## src/rtl/mdio_pkg.sv

```systemverilog
`timescale 1ns/1ps
package mdio_pkg;
  localparam int FRAME_LEN = 64;
  localparam int PRE_LEN   = 32;
  localparam int TA_POS    = 46;   // first turnaround bit index
  localparam int DATA_POS  = 48;   // first data bit index
  localparam int IDX_W     = $clog2(FRAME_LEN);
  localparam int LINK_BIT  = 2;
  localparam logic [4:0] STATUS_REG = 5'd1;

  localparam logic [2:0] A_CTRL    = 3'd0;
  localparam logic [2:0] A_CMD     = 3'd1;
  localparam logic [2:0] A_PRESENT = 3'd2;
  localparam logic [2:0] A_LINK    = 3'd3;
  localparam logic [2:0] A_EVENT   = 3'd4;

  typedef struct packed {
    logic load;
    logic shift;
    logic sampleAck;
    logic sampleData;
  } strobe_t;

  typedef struct packed {
    logic        isRead;
    logic [4:0]  phy;
    logic [4:0]  regNum;
    logic [15:0] data;
  } req_t;
endpackage

```

## src/rtl/mdio_ctrl.sv

```systemverilog
`timescale 1ns/1ps
module mdio_ctrl
  import mdio_pkg::*;
#(
  parameter int DIV_W = 8
) (
  input  logic             clk,
  input  logic             rstN,
  input  logic             launch,
  input  logic             isRead,
  input  logic [DIV_W-1:0] divVal,
  output strobe_t          stb,
  output logic             mdc,
  output logic             mdioOe,
  output logic             frameDone
);
  localparam logic [IDX_W-1:0] LAST_IDX = IDX_W'(FRAME_LEN - 1);
  localparam logic [IDX_W-1:0] TA_IDX   = IDX_W'(TA_POS);
  localparam logic [IDX_W-1:0] ACK_IDX  = IDX_W'(TA_POS + 1);
  localparam logic [IDX_W-1:0] DAT_IDX  = IDX_W'(DATA_POS);

  logic             running, readFrame;
  logic [DIV_W-1:0] cnt;
  logic [IDX_W-1:0] bitIdx;
  logic             halfEnd, riseNow, fallNow;

  assign halfEnd = running && (cnt >= divVal);
  assign riseNow = halfEnd && !mdc;
  assign fallNow = halfEnd && mdc;

  always_ff @(posedge clk) begin
    if (!rstN) begin
      running   <= 1'b0;
      readFrame <= 1'b0;
      cnt       <= '0;
      mdc       <= 1'b0;
      bitIdx    <= '0;
    end else if (launch && !running) begin
      running   <= 1'b1;
      readFrame <= isRead;
      cnt       <= '0;
      mdc       <= 1'b0;
      bitIdx    <= '0;
    end else if (running) begin
      if (halfEnd) begin
        cnt <= '0;
        mdc <= !mdc;
        if (fallNow) begin
          if (bitIdx == LAST_IDX) running <= 1'b0;
          else                    bitIdx  <= bitIdx + 1'b1;
        end
      end else begin
        cnt <= cnt + 1'b1;
      end
    end
  end

  assign frameDone = fallNow && (bitIdx == LAST_IDX);
  assign mdioOe    = running && (!readFrame || (bitIdx < TA_IDX));

  always_comb begin
    stb.load       = launch && !running;
    stb.shift      = fallNow && (bitIdx != LAST_IDX);
    stb.sampleAck  = riseNow && readFrame && (bitIdx == ACK_IDX);
    stb.sampleData = riseNow && readFrame && (bitIdx >= DAT_IDX);
  end

  // the scheduler only launches into an idle engine
  p_launch_idle_r9: assert property (@(posedge clk) disable iff (!rstN)
    launch |-> !running);
  // after the last falling edge the bus is quiet
  p_frame_end_r2: assert property (@(posedge clk) disable iff (!rstN)
    frameDone |=> (!mdc && !mdioOe));
endmodule

```

## src/rtl/mdio_dp.sv

```systemverilog
`timescale 1ns/1ps
module mdio_dp
  import mdio_pkg::*;
(
  input  logic        clk,
  input  logic        rstN,
  input  strobe_t     stb,
  input  req_t        req,
  input  logic        mdioIn,
  output logic        mdioOut,
  output logic [15:0] rdData,
  output logic        ackBit
);
  logic [FRAME_LEN-1:0] outShift;
  logic [FRAME_LEN-1:0] frameWord;

  always_comb begin
    frameWord = {{PRE_LEN{1'b1}}, 2'b01,
                 (req.isRead ? 2'b10 : 2'b01),
                 req.phy, req.regNum,
                 (req.isRead ? 2'b11 : 2'b10),
                 req.data};
  end

  always_ff @(posedge clk) begin
    if (!rstN) begin
      outShift <= '0;
      rdData   <= '0;
      ackBit   <= 1'b0;
    end else begin
      if (stb.load)            outShift <= frameWord;
      else if (stb.shift)      outShift <= {outShift[FRAME_LEN-2:0], 1'b1};
      if (stb.load)            ackBit   <= 1'b0;
      else if (stb.sampleAck)  ackBit   <= !mdioIn;
      if (stb.sampleData)      rdData   <= {rdData[14:0], mdioIn};
    end
  end

  assign mdioOut = outShift[FRAME_LEN-1];
endmodule

```

## src/rtl/mdio_regs.sv

```systemverilog
`timescale 1ns/1ps
module mdio_regs
  import mdio_pkg::*;
#(
  parameter int N_PHY = 32,
  parameter int DIV_W = 8
) (
  input  logic             clk,
  input  logic             rstN,
  input  logic             regWr,
  input  logic [2:0]       regAddr,
  input  logic [31:0]      regWdata,
  output logic [31:0]      regRdata,
  input  logic             frameDone,
  input  logic [15:0]      rdData,
  input  logic             ackBit,
  output logic             launch,
  output req_t             req,
  output logic [DIV_W-1:0] divVal
);
  localparam int PA_W = (N_PHY > 1) ? $clog2(N_PHY) : 1;
  localparam logic [PA_W-1:0] LAST_PA = PA_W'(N_PHY - 1);

  logic             ctrlEnable;
  logic [4:0]       monAddr;
  logic [DIV_W-1:0] divReg;
  logic             cmdStart, cmdWrite, cmdAck;
  logic [4:0]       cmdPhy, cmdReg;
  logic [15:0]      cmdData;
  logic [N_PHY-1:0] presentMap, linkMap, hitVec;
  logic             linkEvt;
  logic [PA_W-1:0]  pollAddr;
  logic             inFlight, flightUser;
  logic             pollDone, userDone, newLink, monHit, evtSet, cmdWe;

  assign launch     = ctrlEnable && !inFlight;
  assign divVal     = divReg;
  assign req.isRead = cmdStart ? !cmdWrite : 1'b1;
  assign req.phy    = cmdStart ? cmdPhy : 5'(pollAddr);
  assign req.regNum = cmdStart ? cmdReg : STATUS_REG;
  assign req.data   = cmdData;

  assign pollDone = frameDone && inFlight && !flightUser;
  assign userDone = frameDone && inFlight && flightUser;
  assign newLink  = ackBit & rdData[LINK_BIT];
  assign monHit   = (5'(pollAddr) == monAddr);
  assign evtSet   = pollDone && monHit && (linkMap[pollAddr] != newLink);
  assign cmdWe    = regWr && (regAddr == A_CMD) && !cmdStart;

  for (genvar n = 0; n < N_PHY; n++) begin : g_hit
    assign hitVec[n] = pollDone && (pollAddr == PA_W'(n));
  end

  always_ff @(posedge clk) begin
    if (!rstN) begin
      ctrlEnable <= 1'b0;
      monAddr    <= '0;
      divReg     <= '0;
    end else if (regWr && (regAddr == A_CTRL)) begin
      ctrlEnable <= regWdata[31];
      monAddr    <= regWdata[20:16];
      divReg     <= regWdata[DIV_W-1:0];
    end
  end

  always_ff @(posedge clk) begin
    if (!rstN) begin
      inFlight   <= 1'b0;
      flightUser <= 1'b0;
    end else if (launch) begin
      inFlight   <= 1'b1;
      flightUser <= cmdStart;
    end else if (frameDone) begin
      inFlight   <= 1'b0;
    end
  end

  always_ff @(posedge clk) begin
    if (!rstN) begin
      cmdStart <= 1'b0;
      cmdWrite <= 1'b0;
      cmdAck   <= 1'b0;
      cmdPhy   <= '0;
      cmdReg   <= '0;
      cmdData  <= '0;
    end else if (cmdWe) begin
      cmdStart <= regWdata[31];
      cmdWrite <= regWdata[30];
      cmdAck   <= 1'b0;
      cmdPhy   <= regWdata[25:21];
      cmdReg   <= regWdata[20:16];
      cmdData  <= regWdata[15:0];
    end else if (userDone) begin
      cmdStart <= 1'b0;
      if (!cmdWrite) begin
        cmdData <= rdData;
        cmdAck  <= ackBit;
      end
    end
  end

  always_ff @(posedge clk) begin
    if (!rstN) begin
      pollAddr   <= '0;
      presentMap <= '0;
      linkMap    <= '0;
      linkEvt    <= 1'b0;
    end else begin
      if (pollDone) pollAddr <= (pollAddr == LAST_PA) ? '0 : pollAddr + 1'b1;
      presentMap <= (presentMap & ~hitVec) | (hitVec & {N_PHY{ackBit}});
      linkMap    <= (linkMap & ~hitVec) | (hitVec & {N_PHY{newLink}});
      if (evtSet) linkEvt <= 1'b1;
      else if (regWr && (regAddr == A_EVENT) && regWdata[0]) linkEvt <= 1'b0;
    end
  end

  always_comb begin
    regRdata = '0;
    case (regAddr)
      A_CTRL: begin
        regRdata[31]          = ctrlEnable;
        regRdata[20:16]       = monAddr;
        regRdata[DIV_W-1:0]   = divReg;
      end
      A_CMD:     regRdata = {cmdStart, cmdWrite, cmdAck, 3'b000, cmdPhy, cmdReg, cmdData};
      A_PRESENT: regRdata[N_PHY-1:0] = presentMap;
      A_LINK:    regRdata[N_PHY-1:0] = linkMap;
      A_EVENT:   regRdata[0] = linkEvt;
      default:   regRdata = '0;
    endcase
  end

  // start stays set until its own frame completes
  p_start_held_r6: assert property (@(posedge clk) disable iff (!rstN)
    (cmdStart && !userDone) |=> cmdStart);
  // the link flag only rises at the end of a poll frame
  p_evt_cause_r11: assert property (@(posedge clk) disable iff (!rstN)
    $rose(linkEvt) |-> $past(pollDone));
  // every finished poll moves on to another address
  p_poll_step_r9: assert property (@(posedge clk) disable iff (!rstN)
    pollDone |=> (pollAddr != $past(pollAddr)));
endmodule

```

## src/rtl/mdio_mgmt.sv

```systemverilog
`timescale 1ns/1ps
module mdio_mgmt
  import mdio_pkg::*;
#(
  parameter int N_PHY = 32,
  parameter int DIV_W = 8
) (
  input  logic        clk,
  input  logic        rstN,
  input  logic        regWr,
  input  logic [2:0]  regAddr,
  input  logic [31:0] regWdata,
  output logic [31:0] regRdata,
  output logic        mdc,
  output logic        mdioOut,
  output logic        mdioOe,
  input  logic        mdioIn
);
  strobe_t          stb;
  req_t             req;
  logic             launch, frameDone, ackBit;
  logic [15:0]      rdData;
  logic [DIV_W-1:0] divVal;

  mdio_regs #(.N_PHY(N_PHY), .DIV_W(DIV_W)) regs_i (
    .clk(clk), .rstN(rstN), .regWr(regWr), .regAddr(regAddr),
    .regWdata(regWdata), .regRdata(regRdata), .frameDone(frameDone),
    .rdData(rdData), .ackBit(ackBit), .launch(launch), .req(req),
    .divVal(divVal));

  mdio_ctrl #(.DIV_W(DIV_W)) ctrl_i (
    .clk(clk), .rstN(rstN), .launch(launch), .isRead(req.isRead),
    .divVal(divVal), .stb(stb), .mdc(mdc), .mdioOe(mdioOe),
    .frameDone(frameDone));

  mdio_dp dp_i (
    .clk(clk), .rstN(rstN), .stb(stb), .req(req), .mdioIn(mdioIn),
    .mdioOut(mdioOut), .rdData(rdData), .ackBit(ackBit));

  // the driven bit holds steady while the bus clock is high
  p_out_stable_r4: assert property (@(posedge clk) disable iff (!rstN)
    (mdc && $past(mdc)) |-> $stable(mdioOut));
endmodule

```

## config.mk

```make
export PLATFORM = sky130hd
export DESIGN_NAME = mdio_mgmt
export DESIGN_NICKNAME = d
export VERILOG_FILES = /design/src/rtl/mdio_pkg.sv /design/src/rtl/mdio_ctrl.sv /design/src/rtl/mdio_dp.sv /design/src/rtl/mdio_regs.sv /design/src/rtl/mdio_mgmt.sv
export SDC_FILE = /design/constraint.sdc
export NUM_CORES = 1
export LEC_CHECK = 0
export ABC_AREA = 1
export ABC_CLOCK_PERIOD_IN_PS = 2210
export CORE_ASPECT_RATIO = 0.9
export CORE_MARGIN = 2
export CORE_UTILIZATION = 40
export DETAILED_ROUTE_END_ITERATION = 7
export PLACE_DENSITY_LB_ADDON = 0.08
export SYNTH_ARGS = -nofsm -noshare
export SYNTH_HDL_FRONTEND = slang
export SYNTH_SLANG_ARGS = --single-unit
```

## constraint.sdc

```tcl
create_clock -name clk -period 2.21 [get_ports clk]
set_input_delay 0.442 -clock clk [delete_from_list [all_inputs] [get_ports clk]]
set_output_delay 0.442 -clock clk [all_outputs]
set_load 0.03 [all_outputs]
```

## After elaboration in Yosys (flattened, before gate mapping)

Index checks and enable logic that the tools add are counted.

| storage, ports and cells | value |
|---|---|
| flip-flop bits (word level) | 213 |
| input port bits | 39 |
| output and inout port bits | 35 |
| logic and storage cells | 188 |

| cells by class | value |
|---|---|
| add/subtract/negate cells | 3 |
| order comparisons | 4 |
| equal/unequal tests | 41 |
| mux-type cells | 31 |
| bitwise operators | 11 |
| reductions and logical operators | 74 |

Operators by type and width:

| operator | count |
|---|---|
| 32-bit bitwise AND | 4 |
| 64-bit 2-to-1 mux | 2 |
| 5-bit equality test, second input constant | 16 |
| 32-bit bitwise OR | 2 |
| 1-bit logical AND | 53 |
| 16-bit 2-to-1 mux | 3 |
| 5-bit by 4-bit equality test with 1-bit output, second input constant | 8 |
| 32-bit inverter | 1 |
| 10-bit case mux with 3 select lines | 1 |
| 7-bit case mux with 4 select lines | 1 |
| 8-bit case mux with 3 select lines | 1 |
| 5-bit by 3-bit equality test with 1-bit output, second input constant | 4 |
| 5-bit case mux with 4 select lines | 1 |
| 5-bit 2-to-1 mux | 3 |
| 1-bit 2-to-1 mux | 14 |
| 6-bit equality test, second input constant | 2 |
| 5-bit by 2-bit equality test with 1-bit output, second input constant | 2 |
| 8-bit by 1-bit adder with 8-bit output, second input constant | 1 |
| 8-bit greater-or-equal comparator | 1 |
| 1-bit zero test | 8 |
| 8-bit 2-to-1 mux | 1 |
| 2-bit nonzero test | 4 |
| 6-bit by 1-bit adder with 6-bit output, second input constant | 1 |
| 3-bit by 2-bit equality test with 1-bit output, second input constant | 2 |
| other kinds (23) | 28 |

## Logic depth before layout (Yosys ltp)

| depth | value |
|---|---|
| depth after elaboration | 10 |
| mapped depth | 16 |
| gate-level depth less buffers | 15 |

## Cells and area by module

A second synthesis with hierarchy kept.

| second synthesis, totals | value |
|---|---|
| cells, all modules | 1,401 |
| area total of the unflattened synthesis | 9,983.3 um2 |

Modules (own cells, without submodules):

| module | times used | cells each | area an instance (um2) | sequential area each (um2) |
|---|---|---|---|---|
| mdio_regs | 1 | 817 | 5,765.5 | 2,302.2 |
| mdio_dp | 1 | 441 | 3,176.8 | 1,621.6 |
| mdio_ctrl | 1 | 143 | 1,041.0 | 340.3 |

## Worst setup path after synthesis

No wires, ideal clock.

| timing | value |
|---|---|
| path kind | input port to output port |
| from | in regAddr[1] |
| to | out regRdata[10] |
| arrival | 1.775 ns |
| data required time | 1.768 ns |
| setup slack | -0.007 ns |
| stages | 4 |
| buffers on the path | 1 |
| cells stage by stage | nor3_2 -> clkinv_1 -> clkbuf_1 -> o21ai_0 |

| on the way | value |
|---|---|
| longest elaborated chain between the ends | 2 |
| elaborated cells between the ends (all ways) | 4 |
| classes of those cells | eq/ne: 3; mux: 1 |

RTL lines:

| element | line | source |
|---|---|---|
| from (decl) | mdio_mgmt.sv:11 | `input logic [2:0] regAddr,` |
| 3-bit by 2-bit equality test with 1-bit output or 3-bit by 1-bit equality test with 1-bit output (tied branches) | mdio_regs.sv:119 | `case (regAddr)` |
| 8-bit case mux with 3 select lines (*) | mdio_regs.sv:119 |  |
| to (decl) | mdio_mgmt.sv:13 | `output logic [31:0] regRdata,` |

Every way passes the cells marked *; elsewhere a longest branch is shown, timed or not.

==> flow_metrics.env <==
export IMPL_power_density_nw_per_um2=616
export IMPL_die_w_um=172
export IMPL_pin_count=74
export IMPL_place_inst=1861
export IMPL_numClockSinks=213
export IMPL_multi_input_area_sq_um=5560
export IMPL_drt_first_pass_iters=5
export IMPL_portBuffers=69
export IMPL_holdPathStages=3
export IMPL_cts_buffers=24
export IMPL_final_cells=1922
export IMPL_fin_crit_sh=1.01
export IMPL_synth_xor_area_frac=0.00772
export IMPL_synth_distinct_cells=42
export IMPL_fin_nets=1620
export IMPL_clock_root_buffer="clkbuf_16"
export IMPL_ir_worst_vdd_v=0.000562
export IMPL_clk_pin_slew_ns=0.06
export IMPL_layout_commonest_cell="nand2_1"
export IMPL_finalMaxSlewViolations=0
export IMPL_gr_total_overflow=0
export IMPL_synth_edff_count=0
export IMPL_grt_util_met3=0.0388
export IMPL_violations="setup timing"
export IMPL_finClkSkew_ns=0.00944
export IMPL_netlist_area_sq_um=10200
export IMPL_grt_max_degree=78
export IMPL_routed_via_density=5.27
export IMPL_synthAdderAreaFrac=0.0196
export IMPL_p_int_mw=6.31
export IMPL_synth_nets=1532
export IMPL_synth_flop_cell="dfxtp_1"
export IMPL_avgRoutedWirePerCell_um=17.6
export IMPL_grtUsageMet1=0.350
export IMPL_syn_inst=1477
export IMPL_busiest_layer="met2"
export IMPL_htree_levels=1
export IMPL_crit_arrival_ns=2.63
export IMPL_synth_mux_area_frac=0
export IMPL_rsz0062_at_grt="true"
export IMPL_cts_tree="yes"
export IMPL_postLayoutCellArea_sq_um=13500
export IMPL_drive_gt1_frac=0.177
export IMPL_track_usage=0.247
export IMPL_p_seq_frac=0.475
export IMPL_setup_violations=4
export IMPL_num_rows=55
export IMPL_drc=0
export IMPL_antenna_found_initial=0
export IMPL_power_share_clock=0.455
export IMPL_insertedDiodeCount=0
export IMPL_hold_class="in2reg"
export IMPL_worstSkewPairLatency_ns=0.53
export IMPL_synth_compound_area_frac=0.161
export IMPL_place_ws_ns=-0.344
export IMPL_status="complete, but fails checks"
export IMPL_use_met2=0.387
export IMPL_r2r_cells=15
export IMPL_grt_first_pass_wirelength_um=52000
export IMPL_initial_core_util=0.406
export IMPL_worst_ep_required_time_ns=2.61
export IMPL_synth_area_per_cell_sq_um=6.91
export IMPL_vias=10100
export IMPL_drt_wl_total_um=33900
export IMPL_dp_hpwl_um=22400
export IMPL_p_leak_nw=5.30
export IMPL_yosys_area_top_type="dfxtp_1"
export IMPL_nFillCells=2459
export IMPL_ys_seq_area_frac=0.418
export IMPL_place_area_sq_um=11800
export IMPL_synthTopCellsByArea="dfxtp_1 (42%), nand2_1 (12%), nor2_1 (7.5%)"
export IMPL_async_flop_share=0
export IMPL_end_kind="flip-flop"
export IMPL_ant_nets=0
export IMPL_drt_iter0_markers=804
export IMPL_worst_setup_path_type="reg2reg"
export IMPL_die_h_um=156
export IMPL_swShare=0.241
export IMPL_area_growth_pct=32.0
export IMPL_switchingPower_mw=2.00
export IMPL_critPathMaxFanout=8
export IMPL_maxCapViolCount=0
export IMPL_timing_hold_ws_ns=0.311
export IMPL_grt_pass1_vias=9266
export IMPL_total_power_mw=8.30
export IMPL_slew_headroom=0.612
export IMPL_synth_seq_cells=213
export IMPL_place_gp_congestion=0.851
export IMPL_worst_pin_slew_ns=0.578
export IMPL_core_area_sq_um=25100
export IMPL_synthSimpleGateAreaFrac=0.307
export IMPL_synth_top_family_by_area="simple AND/OR/NAND/NOR gates"
export IMPL_seqCellArea_sq_um=4270
export IMPL_finalSetupTns_ns=-0.0341
export IMPL_yosysTopAreaCellShare=0.418
export IMPL_max_freq_mhz=450
export IMPL_hold_viol_final=0
export IMPL_die_area_sq_um=26800
export IMPL_worst_slack_ns=-0.0141
export IMPL_comb_power_share=0.070
export IMPL_clock_path_buffers=3
export IMPL_final_cell_mix="nand2_1 (310), dfxtp_1 (207), nor2_1 (199)"
export IMPL_cp_start_kind="flip-flop"
export IMPL_r2r_slack_ns=-0.01
export IMPL_final_util=0.536
export IMPL_ys_warn_count=0
export IMPL_fin_crit_ns=2.22
power groups by stage:
stage	logic, mW	registers, mW	clock network [mW]
floorplan	0.287	4.02	0
global placement	0.526	4.03	0
detailed placement	0.530	4.03	0
CTS	0.561	3.94	3.86
global route	0.641	3.95	4.01
finish	0.583	3.94	3.78
logic make-up (layout without fill, tap and decap cells):
logic type / count (synthesis) / in the layout
buffers and inverters: 212 / 315
AND/OR/NAND/NOR: 733 / 733
adder cells (fa/ha/maj): 16 / 16
XOR/XNOR: 9 / 9
AO/OA/AOI/OAI: 294 / 294
flip-flops: 213 / 213
worst paths after layout:
check	from	to
max	regs_i.divVal[1]	flip-flop
min	rstN	dp_i.outShift[7]
max reg2reg	regs_i.divVal[1]	flip-flop
min reg2reg	flip-flop	flip-flop
per-layer routing:
| metal | vias up | part of all wire |
|---|---|---|
| met5 | - | 0 |
| met4 | 0 | 0.030 |
| met3 | 56 | 0.056 |
| met2 | 283 | 0.45 |
| met1 | 4700 | 0.46 |
| li1 | 5098 | - |
worst max-delay path, stage by stage (launching register included):
cell	delay [ns]
dfxtp_2	0.34
inv_4	0.05
ha_4	0.26
nand2_2	0.05
nor2_2	0.09
nor2_1	0.05
nand2_1	0.07
nand2_2	0.08
nand2_2	0.10
nand4_4	0.11
nor2_4	0.27
clkbuf_16	0.24
clkbuf_16	0.17
nand3_4	0.07
nand2_2	0.10
a21oi_2	0.05
layout make-up:
class                      instances  area share
clock buffer                      37      0.0519
clock inverter                     4     0.00232
inverter                         108      0.0305
multi-input combinational       1052       0.413
sequential                       213       0.317
tap                              342      0.0318
timing repair buffer             166       0.154
synthesized netlist by cell type, types with 2 or more instances:
cell type	instances
nand2_1	329
dfxtp_1	213
nor2_1	203
a21oi_1	126
nand3_1	114
o21ai_0	105
inv_1	103
nand4_1	68
clkbuf_1	64
a22oi_1	27
buf_2	22
o211ai_1	20
ha_1	16
buf_1	9
o221ai_1	8
buf_6	7
xor2_1	7
clkinv_1	3
nor2_2	3
nor3_1	3
a22o_1	2
inv_2	2
nor2_4	2
o21a_1	2
xnor2_1	2
what timing repair did:
item	in CTS	in global routing
endpoints found under the setup margin	62	189
hold buffers	0	0
pin swaps	5	68
resized for setup	38	114
gates cloned	4	7
setup buffers	8	1
endpoints found under the hold margin	0	0
Power figures use the tool's default switching activity.
